File: src/rtl/mlt3_pkg.sv
package mlt3_pkg;

  // Strobes the control module sends to the datapath
  typedef struct packed {
    logic loadHold;   // capture upstream code group
    logic loadShift;  // move holding register into shifter
  } txStrobes_t;

  // Four-step line state; stepping happens on each serial one
  typedef enum logic [1:0] {
    MLT_ZERO_UP = 2'd0,
    MLT_POS     = 2'd1,
    MLT_ZERO_DN = 2'd2,
    MLT_NEG     = 2'd3
  } mltState_t;

  localparam logic [1:0] LVL_POS  = 2'b01;
  localparam logic [1:0] LVL_ZERO = 2'b00;
  localparam logic [1:0] LVL_NEG  = 2'b11;

endpackage

File: src/rtl/mlt3_ctl.sv
module mlt3_ctl
  import mlt3_pkg::*;
#(
  parameter int SYM_W    = 5,
  parameter int CLK_HIGH = 2
) (
  input  logic       clk,
  input  logic       rst_n,
  output txStrobes_t strobes,
  output logic       symClk
);

  localparam int CNT_W = (SYM_W > 1) ? $clog2(SYM_W) : 1;
  localparam logic [CNT_W-1:0] LAST_PH = CNT_W'(SYM_W - 1);
  localparam logic [CNT_W-1:0] HIGH_PH = CNT_W'(CLK_HIGH);

  logic [CNT_W-1:0] phase;
  logic [CNT_W-1:0] phaseNext;
  logic             wrapNow;

  assign wrapNow   = (phase == LAST_PH);
  assign phaseNext = wrapNow ? '0 : phase + 1'b1;

  always_ff @(posedge clk or negedge rst_n) begin
    if (!rst_n) begin
      phase  <= '0;
      symClk <= 1'b1;
    end else begin
      phase  <= phaseNext;
      symClk <= (phaseNext < HIGH_PH);
    end
  end

  // Capture and shifter load share the wrap edge: the shifter takes the
  // previous word while the holding register takes the new one.
  always_comb begin
    strobes.loadHold  = wrapNow;
    strobes.loadShift = wrapNow;
  end

endmodule

File: src/rtl/mlt3_dp.sv
module mlt3_dp
  import mlt3_pkg::*;
#(
  parameter int SYM_W = 5
) (
  input  logic             clk,
  input  logic             rst_n,
  input  txStrobes_t       strobes,
  input  logic [SYM_W-1:0] symData,
  output logic             serialBit,
  output logic             nrziLevel,
  output logic [1:0]       lineLevel
);

  logic [SYM_W-1:0] holdReg;
  logic [SYM_W-1:0] shiftReg;
  mltState_t        mltState;

  always_ff @(posedge clk or negedge rst_n) begin
    if (!rst_n) begin
      holdReg <= '0;
    end else if (strobes.loadHold) begin
      holdReg <= symData;
    end
  end

  // Parallel-in serial-out, least significant bit leaves first
  always_ff @(posedge clk or negedge rst_n) begin
    if (!rst_n) begin
      shiftReg <= '0;
    end else if (strobes.loadShift) begin
      shiftReg <= holdReg;
    end else begin
      shiftReg <= {1'b0, shiftReg[SYM_W-1:1]};
    end
  end

  assign serialBit = shiftReg[0];

  // Last stage: NRZ to NRZI, followed by the three-level stepper
  always_ff @(posedge clk or negedge rst_n) begin
    if (!rst_n) begin
      nrziLevel <= 1'b0;
      mltState  <= MLT_ZERO_UP;
    end else if (serialBit) begin
      nrziLevel <= ~nrziLevel;
      mltState  <= mltState_t'(mltState + 2'd1);
    end
  end

  always_comb begin
    unique case (mltState)
      MLT_POS: lineLevel = LVL_POS;
      MLT_NEG: lineLevel = LVL_NEG;
      default: lineLevel = LVL_ZERO;
    endcase
  end

endmodule

File: src/rtl/mlt3_serializer.sv
module mlt3_serializer
  import mlt3_pkg::*;
#(
  parameter int SYM_W    = 5,
  parameter int CLK_HIGH = 2
) (
  input  logic             clk,
  input  logic             rst_n,
  input  logic [SYM_W-1:0] symData,
  input  logic             txEnable,
  input  logic             loopEnable,
  output logic             symClk,
  output logic [1:0]       lineLevel,
  output logic             driveEn,
  output logic             loopNrzi
);

  txStrobes_t strobes;
  logic       serialBit;
  logic       nrziLevel;

  mlt3_ctl #(
    .SYM_W   (SYM_W),
    .CLK_HIGH(CLK_HIGH)
  ) u_ctl (
    .clk    (clk),
    .rst_n  (rst_n),
    .strobes(strobes),
    .symClk (symClk)
  );

  mlt3_dp #(
    .SYM_W(SYM_W)
  ) u_dp (
    .clk      (clk),
    .rst_n    (rst_n),
    .strobes  (strobes),
    .symData  (symData),
    .serialBit(serialBit),
    .nrziLevel(nrziLevel),
    .lineLevel(lineLevel)
  );

  assign driveEn  = txEnable & ~loopEnable;
  assign loopNrzi = loopEnable & nrziLevel;

endmodule

File: config.mk
export PLATFORM = sky130hd
export DESIGN_NAME = mlt3_serializer
export DESIGN_NICKNAME = d
export VERILOG_FILES = /design/src/rtl/mlt3_pkg.sv /design/src/rtl/mlt3_ctl.sv /design/src/rtl/mlt3_dp.sv /design/src/rtl/mlt3_serializer.sv
export SDC_FILE = /design/constraint.sdc
export NUM_CORES = 1
export LEC_CHECK = 0
export BUFFER_PORTS_ARGS = -buffer_cell sky130_fd_sc_hd__clkbuf_2
export CELL_PAD_IN_SITES_DETAIL_PLACEMENT = 0
export CELL_PAD_IN_SITES_GLOBAL_PLACEMENT = 1
export CORE_MARGIN = 2
export CORE_UTILIZATION = 37
export CTS_CLUSTER_DIAMETER = 200
export DETAILED_ROUTE_END_ITERATION = 7
export PLACE_DENSITY_LB_ADDON = 0.1
export SETUP_SLACK_MARGIN = 0.05
export SYNTH_ARGS = -nofsm -noshare
export SYNTH_HDL_FRONTEND = slang
export SYNTH_SLANG_ARGS = --single-unit
File: constraint.sdc
create_clock -name clk -period 1.2 [get_ports clk]
set_input_delay 0.24 -clock clk [delete_from_list [all_inputs] [get_ports clk]]
set_output_delay 0.24 -clock clk [all_outputs]
set_load 0.01 [all_outputs]
* Word level (Yosys, flattened, before mapping)
Cells that the tools add are included. W data, S select, Z words.
Operators by class: add/subtract/negate cells 2, order comparisons 1, eq/ne operators 3, multiplexer cells 3, bitwise operators 4
Operator list (number):
- $mux W5 | 1
- $pmux W2 S2 | 1
- $add A3 B1 Y3 const B | 1
- $eq A3 B3 Y1 const B | 1
- $lt A3 B2 Y1 const B | 1
- $mux W3 | 1
- $add A2 B1 Y2 const B | 1
- $and A1 B1 Y1 | 2
- $eq A2 B1 Y1 const B | 1
- $eq A2 B2 Y1 const B | 1
- $not A1 Y1 | 2
Word-level totals: flip-flop bits (word level) 17, bits of input ports 9, output and inout bits 5, word-level logic and storage cells 19

* Depth between registers and ports, before layout
Gate-level depths: netlist of the first run.
depth after elaboration 3, gate-level depth with buffers 4, gate-level depth less buffers 4

* Modules after synthesis
From an unflattened synthesis of the first run, not the netlist that was laid out.
Second synthesis, totals: cells, all modules 48, area total of the unflattened synthesis 701.9 um^2
By module, submodules not included:
- mlt3_dp | instances 1, cells each 30, area an instance 495.5 um^2, seq. area each 325.3 um^2
- mlt3_ctl | instances 1, cells each 16, area an instance 190.2 um^2, seq. area each 101.3 um^2
- mlt3_serializer | instances 1, cells each 2, area an instance 16.3 um^2, seq. area each 0.0 um^2

* Worst setup path after synthesis of the first run
OpenSTA, ideal clock, no wires.
path type flip-flop to flip-flop, start point register u_ctl.phase[0], end point register u_dp.holdReg[0], setup time 0.125 ns, arrival time 1.088 ns, data required time 1.075 ns, setup slack -0.013 ns, stages on the path, launching flop included 5, buffers on the path 0, clock period less this slack 1.213 ns, cell sequence dfrtp_1 -> inv_1 -> ha_1 -> nand2_4 -> mux2_2
Between the ends: cells in the longest elaborated chain, start to end 1
RTL lines:
- start, declared | line mlt3_ctl.sv:17 | logic [CNT_W-1:0] phase;
- start signal, assigned | line mlt3_ctl.sv:29 | phase <= phaseNext;
- $eq A3 B3 Y1 | line mlt3_ctl.sv:21 | assign wrapNow = (phase == LAST_PH);
- end signal, assigned | line mlt3_dp.sv:23 | holdReg <= symData;
- end, declared | line mlt3_dp.sv:15 | logic [SYM_W-1:0] holdReg;
No other way between the ends. A chain may end at the register's enable or synchronous reset.

* Worst setup path after layout of the first run
start point register u_dp.mltState[0], end point output lineLevel[0]
Between the ends: cells in the longest elaborated chain, start to end 2, elaborated cells on any way between the ends 3, classes of those cells eq/ne: 2; mux: 1
RTL lines:
- start, declared | line mlt3_dp.sv:17 | mltState_t mltState;
- start signal, assigned | line mlt3_dp.sv:47 | mltState <= mltState_t'(mltState + 2'd1);
- $eq A2 B2 Y1 / $eq A2 B1 Y1 (equally long branches) | line mlt3_dp.sv:52 | unique case (mltState)
- $pmux W2 S2 * | line mlt3_dp.sv:52
- end, declared | line mlt3_serializer.sv:13 | output logic [1:0] lineLevel,
Every way passes the cells marked *; elsewhere a longest branch is shown, timed or not.

==> metrics.md, run 1 <==
| Metric | Value |
|---|---|
| Register area share after synthesis | `0.604` |
| Final ANT Viol Nets | `0` |
| Vias in the first global route | `~440` |
| Final Max Tran Viols | `0` |
| Largest net degree at the start of global routing | `18` |
| Design area | `between 0.001 and 0.0015 mm2` |
| Starting Density | `0.401` |
| Critical Path Start Type | `flip-flop` |
| Syn_nets | `62` |
| Initial antenna violation count | `0` |
| Total clock sinks | `17` |
| Critical Path RT | `960 ps` |
| PnR worst setup slack | `-284 ps` |
| Num rows | `15` |
| HP Start | `symData[1]` |
| Leak | `about 0.0005 uW` |
| Setup Skew | `6.53 ps` |
| Slowest cell on crit path | `dfrtp_1` |
| Count of final setup violators | `11` |
| Leading cell type in the layout, fill and taps excluded | `dfrtp_1` |
| Hold path depth | `2` |
| Power Density | `1410 mW/mm2` |
| Mean post-synth cell area | `14.4 um2` |
| RePlAce Congestion | `a little under 0.7` |
| Die Ht | `between 40 and 50 um` |
| Die X | `approximately 48 um` |
| Setup TNS | `-501 ps` |
| First-pass iteration count of the detailed router | `4` |
| Clock-pin slew on the worst setup and hold paths | `100 ps` |
| Hold Path End | `u_dp.holdReg[1]$_DFFE_PN0N_` |
| Critical R2R Launch | `u_ctl.phase[0]$_DFF_PN0_` |
| Worst Tran Pin Value | `~430 ps` |
| Yosys warns | `0` |
| Critical Path Fanout Max | `3` |
| CTS H-tree depth | `1` |
| Inserted Clock Buffers | `3` |
| Placed inst area | `831 um2` |
| FF-to-FF path depth | `4` |
| Net count reported at finish | `90` |
| R2r endpoint | `u_dp.shiftReg[0]$_DFF_PN0_` |
| Ports | `14` |
| Skew-Pair Late Insertion Delay | `290 ps` |
| Initial DRC count | `2` |
| Wire per inst | `about 13 um` |
| Failing checks | `setup timing` |
| Status | `finished, violations left` |
| Share of cells above drive strength 1 | `0.658` |
| Synth top area share | `0.566` |
| CTS Buffer Depth | `2` |
| Layout area overhead | `44.4%` |
| DRC | `0` |
| Number of synthesized register bits | `17` |
| Mapped Area | `roughly 700 um2` |
| Buf/Inv on CP | `1` |
| Yosys cell types | `17` |
| Sequential Area | `between 400 and 500 um2` |
| Fmax | `a little under 700 MHz` |
| Setup crit end kind | `primary output` |
| CP delay by family, top | `flip-flops` |
| Critical path arrival | `1240 ps` |
| Diodes inserted | `0` |
| Clk root buf | `clkbuf_4` |
| Min Tclk post-route | `1480 ps` |
| Crit path kind | `reg -> out` |
| # fillers | `168` |
| Count of input and output buffers | `13` |
| Largest area contributor in the netlist | `dfrtp_1` |
| Area contributors post-synth | `dfrtp_1, mux2_2, ha_1, dfstp_2, xor2_1` |
| Vias per cell | `about 4.5` |
| Crit-path max cell delay | `~420 ps` |
| Max VDD drop | `just under 700 uV` |
| Most frequent cells in the layout | `dfrtp_1, clkbuf_2, mux2_4, buf_4` |
| Total track usage | `0.123` |
| Hold Path Class | `in -> reg` |
| Tcrit/Tclk final | `1.24` |
| RSZ-0062 raised after global routing | `yes` |
| Cells after Synth | `49` |
| Core outline area | `0.00176 mm2` |
| Slew HR | `0.715` |
| Die footprint | `around 0.0023 mm2` |
| CP Cell Sequence | `ha_2 -> or2_4 -> buf_6` |
| # Max-Cap Violations | `0` |
| WL final | `1280 um` |
| Vias post-DR | `roughly 460` |
| Area of the multi-input gates | `372 um2` |
| CTS tree | `built` |
| Hold Vio Cnt, Final | `0` |
| Flop2flop setup slack | `-20 ps` |
| First-pass GRT wire length | `about 1900 um` |
| Global route overflow | `0` |
| Hpwl dp | `742 um` |
-- cells in the mapped netlist, drive strengths merged --
cell and instances:
a21oi 1, a2bb2oi 1, and2 2, and3 1, dfrtp 16, dfstp 1
ha 4, inv 4, mux2 10, mux2i 1, nand2 1, nand2b 1
nor2 1, nor2b 2, or2 1, xor2 2
-- metrics by stage --
stage / total power, uW / setup WS [ps] / util / hold slack (ps) / std cells
2_1_floorplan: 842 / 56.6 / - / -55.6 / 49
4_1_cts: 1350 / -292 / 0.537 / 166 / 97
6_report: 1440 / -284 / 0.579 / 172 / 101
3_5_place_dp: 966 / -11.9 / 0.471 / 195 / 90
5_1_grt: 1540 / -348 / 0.579 / 160 / 101
3_3_place_gp: 956 / 3.52 / 0.471 / 196 / 90
-- state kept, by name (all words and copies together) (netlist names) --
signal and cells:
u_dp.holdReg 5, u_ctl.symClk 1, u_dp.mltState 2, u_dp.nrziLevel 1, u_dp.shiftReg 5, u_ctl.phase 3
-- report_power, final --
group	switching (uW)	internal (uW)
clock	184	124
sequential	42.9	637
combinational	164	291
-- worst max path at each step --
stage          depth (start not counted)  slack, ps                          to                    startpoint
6_report                               3       -280                lineLevel[0]  u_dp.mltState[0]$_DFFE_PN0P_
5_1_grt                                4       -350                lineLevel[0]  u_dp.mltState[1]$_DFFE_PN0P_
4_1_cts                                3       -290                lineLevel[0]  u_dp.mltState[0]$_DFFE_PN0P_
3_5_place_dp                           3        -10                lineLevel[0]  u_dp.mltState[0]$_DFFE_PN0P_
3_3_place_gp                           4          4  u_dp.shiftReg[0]$_DFF_PN0_      u_ctl.phase[1]$_DFF_PN0_
2_1_floorplan                          2         60                lineLevel[0]  u_dp.mltState[0]$_DFFE_PN0P_
-- kinds of logic after synthesis --
| family | after synthesis | share of synthesized area |
|---|---|---|
| AND/OR/NAND/NOR | 9 | 0.0867 |
| buffers and inverters | 4 | 0.0212 |
| flip-flops | 17 | 0.604 |
| adder cells (fa/ha/maj) | 4 | 0.0708 |
| XOR/XNOR | 2 | 0.0248 |
| AO/OA/AOI/OAI | 2 | 0.0195 |
| multiplexers | 11 | 0.173 |
-- repair_timing --
item	in CTS	in global routing
hold buffers	1	0
pin swaps	5	1
endpoints found under the hold margin	16	0
cloned	1	0
endpoints found under the setup margin	13	14
setup buffers	1	4
gates resized for setup	17	11
-- routing by layer --
| metal | global-route usage | up-vias | wire length (um) | share of wire |
|---|---|---|---|---|
| met5 | 0 | - | 0 | 0 |
| met4 | 0.0649 | 0 | 9 | 0.0070 |
| met3 | 0.0340 | 2 | 55 | 0.043 |
| met2 | 0.184 | 13 | 609 | 0.47 |
| met1 | 0.162 | 226 | 608 | 0.47 |
| li1 | - | 218 | - | - |
-- cell type report --
type / count / share of cell area
Timing Repair Buffer: 22 / 0.145
Inverter: 4 / 0.0147
Clock inverter: 1 / 0.00490
Multi-Input combinational cell: 29 / 0.364
Tap cell: 25 / 0.0306
Clock buffer: 3 / 0.0221
Sequential cell: 17 / 0.419
Power figures use the tool's default switching activity.
==> inputs of run 2 (changes only) <==
RECOVER_POWER = 100   (was default)
==> run 2 against run 1 <==
Non-clock buffer count did not move; critical endpoint unchanged; critical path depth did not move; the run still ends with setup timing left; highest routed layer unchanged; first-iteration DRC count did not move; critical path type unchanged; via count did not move; largest cell class unchanged; sequential power barely moved.
==> metrics.md, run 2 (same netlist as run 1, synthesis figures left out) <==
| Metric | Value |
|---|---|
| Hpwl dp | `742 um` |
| Ports | `14` |
| R2r endpoint | `u_dp.shiftReg[0]$_DFF_PN0_` |
| Clock-pin slew on the worst setup and hold paths | `about 100 ps` |
| Tcrit/Tclk final | `1.24` |
| Fmax | `between 600 and 700 MHz` |
| HP Start | `symData[1]` |
| # fillers | `169` |
| Die Ht | `~48 um` |
| Hold slack | `172 ps` |
| Slew HR | `0.715` |
| Critical path arrival | `1240 ps` |
| DRC | `0` |
| Design area | `~0.001 mm2` |
| Critical R2R Launch | `u_ctl.phase[0]$_DFF_PN0_` |
| Buf/Inv on CP | `1` |
| Failing checks | `setup timing` |
| Layout area overhead | `44.2%` |
| GRT met2 Usage | `0.184` |
| Grt met3 use | `0.0340` |
| Hold Vio Cnt, Final | `0` |
| FF-to-FF path depth | `4` |
| First-pass GRT wire length | `around 1900 um` |
| CTS Buffer Depth | `2` |
| Skew-Pair Late Insertion Delay | `roughly 290 ps` |
| Vias per cell | `between 4 and 5` |
| Core outline area | `approximately 0.0018 mm2` |
| CP delay by family, top | `flip-flops` |
| Count of input and output buffers | `13` |
| Hold Path Class | `in -> reg` |
| Net count reported at finish | `90` |
| Global route hottest layer | `met2` |
| Hold Path End | `u_dp.holdReg[1]$_DFFE_PN0N_` |
| Min Tclk post-route | `roughly 1500 ps` |
| CP Cell Sequence | `ha_2 -> or2_4 -> buf_6` |
| First-pass iteration count of the detailed router | `4` |
| CTS H-tree depth | `1` |
| Inserted Clock Buffers | `3` |
| Total clock sinks | `17` |
| Critical Path Start Type | `flip-flop` |
| CTS tree | `built` |
| Leak | `just over 0.0005 uW` |
| Clk root buf | `clkbuf_4` |
| Status | `finished, violations left` |
| Registers with the most flip-flops | `u_dp.holdReg x5, u_dp.shiftReg x5, u_ctl.phase x3` |
| Vias post-DR | `459` |
| Slowest cell on crit path | `dfrtp_1` |
| Max VDD drop | `680 uV` |
| Largest net degree at the start of global routing | `18` |
| Die X | `around 48 um` |
| Critical Path Fanout Max | `3` |
| Leading cell type in the layout, fill and taps excluded | `dfrtp_1` |
| Vias in the first global route | `~440` |
| Num rows | `15` |
| Worst Tran Pin Value | `approximately 430 ps` |
| Hold path depth | `2` |
| Setup TNS | `-501 ps` |
| Placed inst area | `831 um2` |
| Crit-path max cell delay | `around 420 ps` |
| Initial DRC count | `2` |
| Crit path kind | `reg -> out` |
| RePlAce Congestion | `between 0.6 and 0.7` |
| # Max-Cap Violations | `0` |
| Total track usage | `0.123` |
| M1 GR Usage | `0.162` |
| Wire per inst | `around 13 um` |
| Setup crit end kind | `primary output` |
| Power Density | `about 1400 mW/mm2` |
| Critical Path RT | `approximately 960 ps` |
| Most frequent cells in the layout | `dfrtp_1, mux2_4, clkbuf_2, buf_4, clkbuf_4` |
| WL final | `around 1300 um` |
| Final Max Tran Viols | `0` |
| Final ANT Viol Nets | `0` |
| Diodes inserted | `0` |
| Share of cells above drive strength 1 | `0.645` |
| Count of final setup violators | `11` |
| RSZ-0062 raised after global routing | `yes` |
| Initial antenna violation count | `0` |
| PnR worst setup slack | `-284 ps` |
| Setup Skew | `between 6 and 7 ps` |
| Global route overflow | `0` |
| Die footprint | `0.00228 mm2` |
| Starting Density | `0.401` |
| Flop2flop setup slack | `-20 ps` |
[run 2: worst max path at each step]
stage                                       to                         start  slack (ps)  depth (start not counted)
global route                      lineLevel[0]  u_dp.mltState[1]$_DFFE_PN0P_        -350                          4
global placement    u_dp.shiftReg[0]$_DFF_PN0_      u_ctl.phase[1]$_DFF_PN0_           4                          4
CTS                               lineLevel[0]  u_dp.mltState[0]$_DFFE_PN0P_        -290                          3
finish                            lineLevel[0]  u_dp.mltState[0]$_DFFE_PN0P_        -280                          3
floorplan                         lineLevel[0]  u_dp.mltState[0]$_DFFE_PN0P_          60                          2
detailed placement                lineLevel[0]  u_dp.mltState[0]$_DFFE_PN0P_         -10                          3
[run 2: area by class of cell]
type	count	area [um2]	share of cell area
multi-input cells	29	372	0.364
repair buffers	22	146	0.144
clock inverters	1	5.00	0.00491
inverters	4	15.0	0.0147
flip-flops and latches	17	428	0.420
clock buffers	3	22.5	0.0221
well taps	25	31.3	0.0307
[run 2: power by group]
group | switching, uW | internal [uW]
sequential | 42.7 | 637
combinational | 164 | 289
clock | 184 | 124
[run 2: through the flow]
stage                      util  std cells  setup WS (ps)  total power (uW)
after detailed placement  0.471         90          -11.9               966
after floorplan               -         49           56.6               842
after global placement    0.471         90           3.52               956
final                     0.578        101           -284              1440
after global routing      0.578        101           -348              1530
after CTS                 0.537         97           -292              1350
[run 2: layer usage]
metal  share of wire  routed length, um
met1            0.48                611
met2            0.47                608
met5               0                  0
met3           0.043                 55
met4          0.0070                  9
[run 2: timing repair]
action / in CTS / in global routing
buffers inserted: 1 / 4
hold buffers: 1 / 0
gates cloned: 1 / 0
pin swaps: 5 / 1
hold endpoints to repair: 16 / 0
resized for setup: 17 / 11
endpoints found under the setup margin: 13 / 14
